File: src/rtl/wdt_pkg.sv
package wdt_pkg;
  typedef struct packed {
    logic       cntLoad;
    logic       cntClear;
    logic       prescRun;
    logic [3:0] prescShift;
  } cnt_strobe_t;

  function automatic logic [3:0] sel_to_shift(input logic [2:0] sel);
    case (sel)
      3'd0: sel_to_shift = 4'd0;
      3'd1: sel_to_shift = 4'd2;
      3'd2: sel_to_shift = 4'd4;
      3'd3: sel_to_shift = 4'd5;
      3'd4: sel_to_shift = 4'd6;
      3'd5: sel_to_shift = 4'd8;
      3'd6: sel_to_shift = 4'd10;
      default: sel_to_shift = 4'd12;
    endcase
  endfunction
endpackage

File: src/rtl/wdt_datapath.sv
module wdt_datapath
  import wdt_pkg::*;
#(
  parameter int CNT_W   = 8,
  parameter int PRESC_W = 12
) (
  input  logic             clk,
  input  logic             rstN,
  input  cnt_strobe_t      strb,
  input  logic [CNT_W-1:0] loadVal,
  output logic [CNT_W-1:0] cnt,
  output logic             tick,
  output logic             atMax
);
  logic [PRESC_W-1:0] presc;
  logic [PRESC_W-1:0] prescMask;

  assign prescMask = ~({PRESC_W{1'b1}} << strb.prescShift);
  assign tick      = strb.prescRun && ((presc & prescMask) == prescMask);
  assign atMax     = (cnt == {CNT_W{1'b1}});

  always_ff @(posedge clk or negedge rstN) begin
    if (!rstN) begin
      presc <= '0;
    end else if (strb.prescRun) begin
      presc <= presc + 1'b1;
    end else begin
      presc <= '0;
    end
  end

  always_ff @(posedge clk or negedge rstN) begin
    if (!rstN) begin
      cnt <= '0;
    end else if (strb.cntLoad) begin
      cnt <= loadVal;
    end else if (strb.cntClear) begin
      cnt <= '0;
    end else if (tick) begin
      cnt <= cnt + 1'b1;
    end
  end

  // with no load, clear or tick, the count must hold
  assert_hold_R3: assert property (@(posedge clk) disable iff (!rstN)
    (!strb.cntLoad && !strb.cntClear && !tick) |=> (cnt == $past(cnt)));

  // a plain tick at the top value wraps to zero
  assert_wrap_R4: assert property (@(posedge clk) disable iff (!rstN)
    (tick && atMax && !strb.cntLoad && !strb.cntClear) |=> (cnt == '0));
endmodule

File: src/rtl/wdt_ctrl.sv
module wdt_ctrl
  import wdt_pkg::*;
#(
  parameter int          RST_HOLD = 128,
  parameter logic [7:0]  CNT_KEY  = 8'h5A,
  parameter logic [7:0]  CTL_KEY  = 8'hA5,
  localparam int         HOLD_W   = $clog2(RST_HOLD + 1)
) (
  input  logic        clk,
  input  logic        rstN,
  input  logic        busWr,
  input  logic        busSel,
  input  logic [15:0] busWdata,
  input  logic        freqChg,
  input  logic        tick,
  input  logic        atMax,
  output cnt_strobe_t strb,
  output logic [7:0]  ctlView,
  output logic        clkRun,
  output logic        rstReq,
  output logic        rstKind,
  output logic        irq
);
  logic             enable, modeWd, rstType, ovfFlag;
  logic [2:0]       clkSel;
  logic             settling, parked;
  logic [HOLD_W-1:0] holdCnt;
  logic             cntWr, ctlWr, ovfEvt, settleOvf, normOvf;

  assign cntWr     = busWr && !busSel && (busWdata[15:8] == CNT_KEY);
  assign ctlWr     = busWr &&  busSel && (busWdata[15:8] == CTL_KEY);
  assign ovfEvt    = tick && atMax && !cntWr;
  assign settleOvf = settling && ovfEvt && !freqChg;
  assign normOvf   = !settling && ovfEvt;

  assign strb.cntLoad    = cntWr;
  assign strb.cntClear   = settleOvf;
  assign strb.prescRun   = settling || (enable && !parked);
  assign strb.prescShift = sel_to_shift(clkSel);

  assign ctlView = {ovfFlag, modeWd, enable, rstType, 1'b0, clkSel};
  assign clkRun  = !settling;
  assign rstReq  = (holdCnt != '0);
  assign rstKind = rstType;

  always_ff @(posedge clk or negedge rstN) begin
    if (!rstN) begin
      enable   <= 1'b0;
      modeWd   <= 1'b0;
      rstType  <= 1'b0;
      clkSel   <= '0;
      ovfFlag  <= 1'b0;
      settling <= 1'b0;
      parked   <= 1'b0;
      holdCnt  <= '0;
      irq      <= 1'b0;
    end else begin
      if (ctlWr) begin
        ovfFlag <= ovfFlag & busWdata[7];
        modeWd  <= busWdata[6];
        enable  <= busWdata[5];
        rstType <= busWdata[4];
        clkSel  <= busWdata[2:0];
      end
      if (normOvf) ovfFlag <= 1'b1;

      if (freqChg)        settling <= 1'b1;
      else if (settleOvf) settling <= 1'b0;

      if (cntWr)          parked <= 1'b0;
      else if (settleOvf) parked <= 1'b1;

      if (normOvf && modeWd)   holdCnt <= HOLD_W'(RST_HOLD);
      else if (holdCnt != '0)  holdCnt <= holdCnt - 1'b1;

      irq <= normOvf && !modeWd;
    end
  end

  // the strobe gates the clock off on the next cycle
  assert_clk_gate_R8: assert property (@(posedge clk) disable iff (!rstN)
    freqChg |=> !clkRun);

  // a settling wrap frees the clock and leaves the flag alone
  assert_settle_flag_R9: assert property (@(posedge clk) disable iff (!rstN)
    (!clkRun && tick && atMax && !cntWr && !ctlWr && !freqChg)
      |=> (clkRun && ovfFlag == $past(ovfFlag) && !irq));

  // the interrupt is a single-cycle pulse from interval mode
  assert_irq_pulse_R5: assert property (@(posedge clk) disable iff (!rstN)
    irq |=> !irq);
  assert_irq_mode_R5: assert property (@(posedge clk) disable iff (!rstN)
    $rose(irq) |-> (!rstReq || $past(rstReq)));
endmodule

File: src/rtl/wdt_settle_top.sv
module wdt_settle_top #(
  parameter int RST_HOLD = 128
) (
  input  logic        clk,
  input  logic        rstN,
  input  logic        busWr,
  input  logic        busSel,
  input  logic [15:0] busWdata,
  output logic [7:0]  busRdata,
  input  logic        freqChg,
  output logic        clkRun,
  output logic        rstReq,
  output logic        rstKind,
  output logic        irq
);
  wdt_pkg::cnt_strobe_t strb;
  logic [7:0] cnt, ctlView;
  logic       tick, atMax;

  wdt_ctrl #(.RST_HOLD(RST_HOLD)) uCtrl (
    .clk(clk), .rstN(rstN), .busWr(busWr), .busSel(busSel),
    .busWdata(busWdata), .freqChg(freqChg), .tick(tick), .atMax(atMax),
    .strb(strb), .ctlView(ctlView), .clkRun(clkRun), .rstReq(rstReq),
    .rstKind(rstKind), .irq(irq)
  );

  wdt_datapath #(.CNT_W(8), .PRESC_W(12)) uData (
    .clk(clk), .rstN(rstN), .strb(strb), .loadVal(busWdata[7:0]),
    .cnt(cnt), .tick(tick), .atMax(atMax)
  );

  assign busRdata = busSel ? ctlView : cnt;
endmodule

File: config.mk
export PLATFORM = sky130hd
export DESIGN_NAME = wdt_settle_top
export DESIGN_NICKNAME = d
export VERILOG_FILES = /design/src/rtl/wdt_pkg.sv /design/src/rtl/wdt_datapath.sv /design/src/rtl/wdt_ctrl.sv /design/src/rtl/wdt_settle_top.sv
export SDC_FILE = /design/constraint.sdc
export NUM_CORES = 1
export LEC_CHECK = 0
export BUFFER_PORTS_ARGS = -buffer_cell sky130_fd_sc_hd__buf_4
export CORE_ASPECT_RATIO = 1.2
export CORE_MARGIN = 4
export CORE_UTILIZATION = 40
export CTS_BUF_LIST = sky130_fd_sc_hd__clkbuf_4 sky130_fd_sc_hd__clkbuf_8
export CTS_CLUSTER_DIAMETER = 80
export DETAILED_ROUTE_END_ITERATION = 10
export PLACE_DENSITY = 0.63
export SLEW_MARGIN = 20
export SYNTH_ARGS = -nofsm -noshare
export SYNTH_HDL_FRONTEND = slang
export SYNTH_SLANG_ARGS = --single-unit
File: constraint.sdc
create_clock -name clk -period 2.7 [get_ports clk]
set_clock_uncertainty 0.2 [all_clocks]
set_input_delay 0.675 -clock clk [delete_from_list [all_inputs] [get_ports clk]]
set_output_delay 0.675 -clock clk [all_outputs]
set_load 0.01 [all_outputs]
==> run_results.csv, run 1 <==
group,metric,value,unit
run_status,outcome,"completed",
clock_tree,cts_buffers,5,
pwr,internal_power,0.00112,W
yosys,yosysTopAreaCell,"dfrtp_1",
yosys,syn-cell-area,2070,sq um
pwr,p_per_area,651,nW/um^2
min_path,min_path_type,"in -> async",
pwr,power_frac_seq,0.497,
yosys,synth_most_common_cell,"dfrtp_1",
route,routed_wl,4.31,mm
yosys,synth_commonest_cells,"dfrtp_1, nor2_1, nand3_1, mux2_2, nand2_1",
global_routing,grt.overflow.total,0,
yosys,syn_inst,212,
sta,hold_ws,0.142,ns
floorplanning,dieArea,6400,sq um
floorplanning,initial_utilization,0.416,
sta,tightest_slew,0.657,ns
yosys,syn_area_per_cell,9.77,sq um
floorplanning,die_x,73.7,microns
global_routing,antenna_found_initial,0,
clock_tree,cts.repair.resized,0,
cells_and_area,final_area,2520,sq um
sta,hold_violations,0,
clock_tree,cts.clk_slew.worst_paths,0.08,ns
yosys,ys.flop_type,"dfrtp_1",
sta,final_max_slew_viol_count,0,
floorplanning,dieHeight,86.8,microns
pwr,clockPowerShare,0.247,
global_routing,grt_pass1_vias,1707,
clock_tree,clock_latency,0.29,ns
floorplanning,io-pin-count,33,
route,drc,0,
yosys,synth_nets,236,
setup_path,path_buf_inv,2,
cells_and_area,regArea,951,sq um
sta,fin_crit_sh,0.958,
setup_path,start_kind,"register",
clock_tree,cts_max_level,2,
setup_path,slowest_stage,"or3_1",
setup_path,max_stage_delay,0.45,ns
yosys,synth-seq-cells,38,
clock_tree,clk_path_buf_depth,2,
sta,rsz0062_at_grt,"false",
sta,period_minus_slack,2.59,ns
clock_tree,cts-root-buf,"clkbuf_8",
setup_path,worstPathMaxFanout,6,
route,vias_per_cell,5.42,
cells_and_area,syn_to_final_growth,21.6,%
pwr,finalPower,0.00164,W
yosys,synth_edf_count,0,
sta,setup_viol,0,
yosys,ys_seq_area_frac,0.459,
pwr,power.switching,0.000522,W
global_routing,grt_pass1_wl,7.62,mm
route,antenna_left,0,
cells_and_area,multi_input_area,1060,sq um
setup_path,crit_path_end_kind,"output pin",
global_routing,grt.total_usage,0.150,
floorplanning,fp-row-count,28,
yosys,synth_top_cell_area_share,0.459,
clock_tree,numClockSinks,38,
setup_path,crit_type,"reg -> out",
cells_and_area,drive_above_1_share,0.261,
global_routing,grt_start_max_net_pins,39,
route,dr.pass1.iters,4,
floorplanning,design.core.area,4970,sq um
setup_path,required,1.82,ns
yosys,synth_cell_types,41,
placement,port-buffer-count,32,
pwr,pwr-share-comb,0.256,
yosys,yosys-top-cells-area,"dfrtp_1, mux2_2, nor2_1",
yosys,async_flop_share,1.00,
cells_and_area,num_antenna_cells,0,
sta,timing.slew.headroom,0.562,
flow_run,max-cap-violations,0,
clock_tree,post_cts_buffers,0,
setup_path,path_delay_family,"simple AND/OR/NAND/NOR gates",
placement,place.gp.congestion,0.742,
route,vias,1697,
pwr,vdd_drop_max,0.000481,V
placement,hpwl,3.15,mm
yosys,synth_warnings,0,
cells_and_area,n_fill_cell,501,
sta,fmax,0.386,GHz
setup_path,critical_path_arrival,1.71,ns
cells_and_area,nNetsFinal,276,
sta,fin_setup_tns,0,ns
setup_path,path_cells,"or3_1 -> and4bb_2 -> inv_1 -> buf_4",
pwr,p_leak,1.13,nW
route,drt_iter0_drc,60,
clock_tree,cts-hold-fix-buffers,0,
route,routedWlPerCell,13.8,microns
placement,place_area,2420,sq um
pwr,swShare,0.318,
clock_tree,cts_tree,"done",
flip-flops by register name (all words and copies together) (netlist names):
register	cells
uCtrl.clkSel	3
uCtrl.enable	1
uCtrl.holdCnt	8
uCtrl.irq	1
uCtrl.modeWd	1
uCtrl.ovfFlag	1
uCtrl.parked	1
uCtrl.rstKind	1
uCtrl.settling	1
uData.cnt	8
uData.presc	12
logic make-up after synthesis:
kind of cell,count (synthesis),share of synthesized area
buffers and inverters,16,0.0308
AND/OR/NAND/NOR,94,0.257
flip-flops,38,0.459
AO/OA/AOI/OAI,33,0.102
XOR/XNOR,15,0.0634
adder cells (fa/ha/maj),3,0.0181
multiplexers,13,0.0700
worst paths after layout:
check                                             startpoint                            to  slack [ns]  cells past startpoint
worst max-delay path            uCtrl.holdCnt[4]$_DFFE_PN0P_                        rstReq        0.11                      4
worst min register to register      uCtrl.modeWd$_DFFE_PN0P_           uCtrl.irq$_DFF_PN0_        0.28                      1
max in group asynchronous                               rstN           uCtrl.irq$_DFF_PN0_        1.82                      1
worst min-delay path                                    rstN      uData.presc[2]$_DFF_PN0_        0.14                      1
min in group clk                    uCtrl.modeWd$_DFFE_PN0P_           uCtrl.irq$_DFF_PN0_        0.28                      1
worst max register to register      uData.presc[6]$_DFF_PN0_  uCtrl.holdCnt[7]$_DFFE_PN0P_        0.64                      7
layout by cell type (no fill, tap or decap), types with 3 or more instances in the layout:
cell | netlist | layout
xor2_1 | 8 | 8
xnor2_1 | 7 | 7
or4_1 | 6 | 6
inv_1 | 9 | 9
nand2_1 | 10 | 10
mux2_2 | 12 | 12
o21ai_0 | 4 | 4
nand4_1 | 3 | 3
nor2b_1 | 3 | 3
dfrtp_1 | 38 | 38
o31ai_1 | 8 | 8
a31oi_1 | 9 | 9
nor4_1 | 3 | 3
buf_4 | 0 | 40
nand3_1 | 13 | 13
clkbuf_8 | 0 | 6
ha_1 | 3 | 3
nand4b_1 | 3 | 3
nor2_1 | 33 | 33
a21oi_1 | 6 | 6
layout make-up:
| class | instances | share of cell area |
|---|---|---|
| clock inverters | 1 | 0.00199 |
| flip-flops and latches | 38 | 0.378 |
| repair buffers | 40 | 0.119 |
| well taps | 60 | 0.0298 |
| multi-input cells | 158 | 0.422 |
| clock buffers | 7 | 0.0358 |
| inverters | 9 | 0.0134 |
power groups by stage:
stage | clock, W | combinational, W | sequential [W]
finish | 0.000405 | 0.000420 | 0.000816
global route | 0.000447 | 0.000476 | 0.000837
CTS | 0.000425 | 0.000425 | 0.000814
detailed placement | 0 | 0.000421 | 0.000826
global placement | 0 | 0.000416 | 0.000819
floorplan | 0 | 0.000292 | 0.000787
stage by stage:
step	std cells	utilization	worst slack [ns]
2_1_floorplan	212	-	0.478
3_3_place_gp	305	0.486	0.354
3_5_place_dp	305	0.486	0.277
4_1_cts	313	0.505	0.0925
5_1_grt	313	0.506	0.0445
6_report	313	0.506	0.112
metal layers:
metal / global-route usage / part of all wire / vias up
li1: - / - / 846
met1: 0.187 / 0.45 / 817
met2: 0.257 / 0.51 / 30
met3: 0.0336 / 0.040 / 4
met4: 0.0395 / 0.0074 / 0
met5: 0 / 0 / -
worst register-to-register path: cells and delay by family, from the launching register on:
family	cells	cell delay (ns)
compound gates	2	0.60
buf+inv	2	0.38
flops	1	0.44
simple gates	3	0.31
Note: power is estimated with default switching activity, not from simulation.
==> run 2: changes to the inputs <==
- BUFFER_PORTS_ARGS: -buffer_cell sky130_fd_sc_hd__buf_4 -> -buffer_cell sky130_fd_sc_hd__buf_2
- CAP_MARGIN: default -> 10
- CORE_MARGIN: 4 -> 5
==> run_results.csv, run 2 (same netlist as run 1, synthesis figures left out) <==
group,metric,value,unit
run_status,outcome,"completed",
floorplanning,dieArea,6730,sq um
route,routedWlPerCell,14.1,microns
cells_and_area,final_cell_mix,"dfrtp_1, nor2_1, buf_2, nand3_1, mux2_2",
cells_and_area,layout_commonest_cell,"dfrtp_1",
cells_and_area,num_antenna_cells,0,
global_routing,grt.total_usage,0.145,
clock_tree,cts.clk_slew.worst_paths,0.07,ns
clock_tree,cts_max_level,2,
route,drt_iter0_drc,63,
flow_run,max-cap-violations,0,
sta,fin_crit_sh,0.950,
route,drc,0,
setup_path,start_kind,"register",
setup_path,crit_path_end_kind,"output pin",
cells_and_area,syn_to_final_growth,16.7,%
min_path,min_path_type,"reg -> reg",
cells_and_area,drive_above_1_share,0.251,
route,vias_per_cell,5.44,
sta,final_max_slew_viol_count,0,
route,vias,1691,
sta,hold_violations,0,
sta,fin_setup_tns,0,ns
setup_path,critical_path_arrival,1.69,ns
clock_tree,numClockSinks,38,
sta,fmax,0.390,GHz
floorplanning,io-pin-count,33,
global_routing,grt.overflow.total,0,
cells_and_area,final_util,0.486,
clock_tree,cts.repair.resized,0,
clock_tree,cts-root-buf,"clkbuf_8",
cells_and_area,final_cells,311,
global_routing,grt_start_max_net_pins,39,
route,routed_wl,4.37,mm
sta,timing.slew.headroom,0.437,
placement,hpwl,3.20,mm
cells_and_area,n_fill_cell,471,
placement,place.gp.congestion,0.810,
clock_tree,clk_path_buf_depth,2,
pwr,vdd_drop_max,0.000347,V
global_routing,grt_pass1_wl,7.58,mm
floorplanning,initial_utilization,0.416,
sta,rsz0062_at_grt,"false",
clock_tree,cts_buffers,5,
route,dr.pass1.iters,6,
sta,tightest_slew,0.845,ns
clock_tree,post_cts_buffers,0,
route,antenna_left,0,
pwr,p_per_area,664,nW/um^2
cells_and_area,largest_reg_flops,12,
global_routing,antenna_found_initial,0,
floorplanning,design.core.area,4970,sq um
clock_tree,cts_tree,"done",
placement,dp.cells,303,
cells_and_area,biggestRegsByFlops,"uData.presc x12, uCtrl.holdCnt x8, uData.cnt x8",
sta,setup_viol,0,
floorplanning,dieHeight,88.8,microns
cells_and_area,largest_register,"uData.presc",
global_routing,grt_pass1_vias,1691,
cells_and_area,nNetsFinal,274,
pwr,p_leak,1.10,nW
setup_path,crit_type,"reg -> out",
pwr,finalPower,0.00161,W
setup_path,required,1.82,ns
sta,hold_ws,0.264,ns
sta,period_minus_slack,2.57,ns
floorplanning,die_x,75.7,microns
clock_tree,cts-hold-fix-buffers,0,
setup_path,worstPathMaxFanout,6,
clock_tree,clock_latency,0.29,ns
floorplanning,fp-row-count,28,
placement,port-buffer-count,32,
run 2: changes by cell type in the layout (fill, tap and decap cells not counted), sizes merged:
cell	before	now
clkinvlp	0	1
buf	40	38
clkbuf	7	6
run 2: path summary, 6_finish.rpt:
path | start | endpoint | slack [ns] | cells after the start
max | uCtrl.holdCnt[4]$_DFFE_PN0P_ | rstReq | 0.13 | 4
min | uCtrl.modeWd$_DFFE_PN0P_ | uCtrl.irq$_DFF_PN0_ | 0.26 | 1
max reg2reg | uCtrl.clkSel[1]$_DFFE_PN0P_ | uData.cnt[3]$_DFFE_PN0P_ | 0.71 | 5
min reg2reg | uCtrl.modeWd$_DFFE_PN0P_ | uCtrl.irq$_DFF_PN0_ | 0.26 | 1
max in group asynchronous | rstN | uCtrl.settling$_DFFE_PN0P_ | 1.48 | 1
min in group asynchronous | rstN | uCtrl.enable$_DFFE_PN0P_ | 0.29 | 1
run 2: power breakdown:
part | switching (W) | internal, W | leakage (nW)
logic | 0.000184 | 0.000202 | 0.584
clock network | 0.000196 | 0.000205 | 0.0472
registers | 0.000145 | 0.000674 | 0.465
run 2: critical path, cell delays in order (launching register included):
cell	delay, ns
dfrtp_1	0.39
or3_1	0.44
and4bb_2	0.40
inv_1	0.05
buf_2	0.13
run 2: through the flow:
stage	cell area [sq um]	setup WS [ns]
4_1_cts	2420	0.115
6_report	2420	0.135
2_1_floorplan	2070	0.478
5_1_grt	2420	0.0464
3_5_place_dp	2320	0.384
3_3_place_gp	2320	0.403
run 2: layout make-up:
| class | instances | area (sq um) | area share |
|---|---|---|---|
| Clock buffer | 6 | 82.6 | 0.0342 |
| Clock inverter | 2 | 12.5 | 0.00518 |
| Inverter | 9 | 33.8 | 0.0140 |
| Multi-Input combinational cell | 158 | 1060 | 0.437 |
| Sequential cell | 38 | 951 | 0.393 |
| Tap cell | 60 | 75.1 | 0.0311 |
| Timing Repair Buffer | 38 | 205 | 0.0849 |
run 2: layer usage:
layer	wire, microns	global-route usage	vias up
met1	1950	0.190	810
met5	0	0	-
li1	-	-	843
met4	52	0.0525	0
met3	145	0.0284	4
met2	2230	0.238	34
==> run 3: changes to the inputs <==
- CORE_ASPECT_RATIO: 1.2 -> 1.5
==> run_results.csv, run 3 (same netlist as run 1, synthesis figures left out) <==
group,metric,value,unit
run_status,outcome,"completed",
cells_and_area,nNetsFinal,274,
pwr,power_frac_seq,0.486,
setup_path,critPathCapture,"rstReq",
cells_and_area,num_antenna_cells,0,
global_routing,globalRouteMet3Util,0.0288,
setup_path,r2r_start,"uData.presc[0]$_DFF_PN0_",
clock_tree,post_cts_buffers,0,
pwr,internal_power,0.00115,W
route,routedWlPerCell,13.9,microns
global_routing,grt_pass1_wl,7.61,mm
floorplanning,design.core.area,5080,sq um
clock_tree,cts.clk_slew.worst_paths,0.08,ns
placement,place_area,2330,sq um
route,drc,0,
placement,port-buffer-count,32,
sta,setup_viol,0,
floorplanning,dieArea,6750,sq um
pwr,power.switching,0.000536,W
setup_path,critical_path_arrival,1.71,ns
sta,hold_ws,0.268,ns
route,vias,1684,
sta,tightest_slew,0.872,ns
placement,hpwl,3.29,mm
route,drt_iter0_drc,38,
sta,final_max_slew_viol_count,0,
global_routing,grt_pass1_vias,1656,
sta,timing.slew.headroom,0.419,
clock_tree,numClockSinks,38,
setup_path,timing.rr.end,"uData.cnt[4]$_DFFE_PN0P_",
placement,dp.cells,311,
global_routing,grt_start_max_net_pins,39,
clock_tree,cts.repair.resized,0,
global_routing,grt.total_usage,0.147,
clock_tree,cts-hold-fix-buffers,0,
global_routing,top_usage_layer,"met2",
floorplanning,fp-row-count,32,
setup_path,crit_path_start,"uCtrl.holdCnt[4]$_DFFE_PN0P_",
route,dr.pass1.iters,4,
setup_path,reg2reg_depth,6,
setup_path,max_stage_delay,0.44,ns
clock_tree,cts_max_level,2,
min_path,min_path_type,"reg -> reg",
route,routed_wl,4.45,mm
placement,place.gp.congestion,0.799,
cells_and_area,layout_commonest_cell,"dfrtp_1",
setup_path,crit_type,"reg -> out",
cells_and_area,biggestRegsByFlops,"uData.presc x12, uCtrl.holdCnt x8, uData.cnt x8",
setup_path,slowest_stage,"or3_1",
floorplanning,io-pin-count,33,
setup_path,path_delay_family,"simple AND/OR/NAND/NOR gates",
pwr,swShare,0.318,
sta,fin_crit_sh,0.956,
clock_tree,clk_path_buf_depth,2,
pwr,p_leak,1.10,nW
route,vias_per_cell,5.28,
clock_tree,cts-root-buf,"clkbuf_8",
flow_run,max-cap-violations,0,
clock_tree,clock_latency,0.29,ns
cells_and_area,largest_reg_flops,12,
global_routing,grt_use_met2,0.248,
setup_path,crit_path_end_kind,"output pin",
setup_path,start_kind,"register",
pwr,vdd_drop_max,0.000390,V
sta,fmax,0.387,GHz
cells_and_area,syn_to_final_growth,18.1,%
pwr,clockPowerShare,0.286,
floorplanning,initial_utilization,0.407,
global_routing,antenna_found_initial,0,
global_routing,grt.overflow.total,0,
setup_path,path_cells,"or3_1 -> and4bb_2 -> inv_1 -> buf_2",
pwr,p_per_area,689,nW/um^2
setup_path,path_buf_inv,2,
clock_tree,cts_tree,"done",
sta,rsz0062_at_grt,"false",
global_routing,grtUsageMet1,0.177,
route,antenna_left,0,
clock_tree,cts_buffers,5,
pwr,pwr-share-comb,0.228,
cells_and_area,final_area,2450,sq um
setup_path,worstPathMaxFanout,6,
floorplanning,die_x,68.8,microns
cells_and_area,drive_above_1_share,0.251,
sta,fin_setup_tns,0,ns
cells_and_area,final_cells,319,
setup_path,rrSetupSlack,0.70,ns
cells_and_area,largest_register,"uData.presc",
cells_and_area,final_cell_mix,"dfrtp_1, nor2_1, buf_2, nand3_1, mux2_2",
sta,hold_violations,0,
setup_path,cp.depth,4,
setup_path,required,1.82,ns
floorplanning,dieHeight,98.1,microns
sta,period_minus_slack,2.58,ns
==> run 3: stage by stage <==
stage               total power (W)  setup slack (ns)   util
finish                      0.00169             0.119  0.481
global route                0.00182            0.0350  0.481
CTS                         0.00171             0.106  0.481
detailed placement          0.00122             0.408  0.459
global placement            0.00121             0.409  0.459
floorplan                   0.00108             0.478      -
==> run 3: final cells by class <==
cell class                      instances  area (sq um)
Clock buffer                            5          68.8
Clock inverter                          3          45.0
Fill cell                             508          2640
Inverter                                9          33.8
Multi-Input combinational cell        158          1060
Sequential cell                        38           951
Tap cell                               68          85.1
Timing Repair Buffer                   38           205
==> run 3: worst min-delay path by stage <==
stage | slack, ns | start | endpoint | cells past startpoint
after floorplan | 0.18 | rstN | uCtrl.clkSel[0]$_DFFE_PN0P_ | 0
after global placement | 0.26 | uCtrl.modeWd$_DFFE_PN0P_ | uCtrl.irq$_DFF_PN0_ | 1
after detailed placement | 0.26 | uCtrl.modeWd$_DFFE_PN0P_ | uCtrl.irq$_DFF_PN0_ | 1
after CTS | 0.27 | uCtrl.modeWd$_DFFE_PN0P_ | uCtrl.irq$_DFF_PN0_ | 1
after global routing | 0.28 | uCtrl.modeWd$_DFFE_PN0P_ | uCtrl.irq$_DFF_PN0_ | 1
final | 0.27 | uCtrl.modeWd$_DFFE_PN0P_ | uCtrl.irq$_DFF_PN0_ | 1
==> run 3: routing by layer <==
layer / share of wire / vias up
li1: - / 847
met1: 0.42 / 807
met2: 0.53 / 23
met3: 0.025 / 7
met4: 0.023 / 0
met5: 0 / -
==> run 3: power groups by stage <==
stage          logic (W)  registers, W  clock network, W
3_3_place_gp    0.000382      0.000829                 0
4_1_cts         0.000391      0.000820          0.000504
6_report        0.000384      0.000820          0.000483
3_5_place_dp    0.000387      0.000831                 0
2_1_floorplan   0.000292      0.000787                 0
5_1_grt         0.000446      0.000844          0.000527
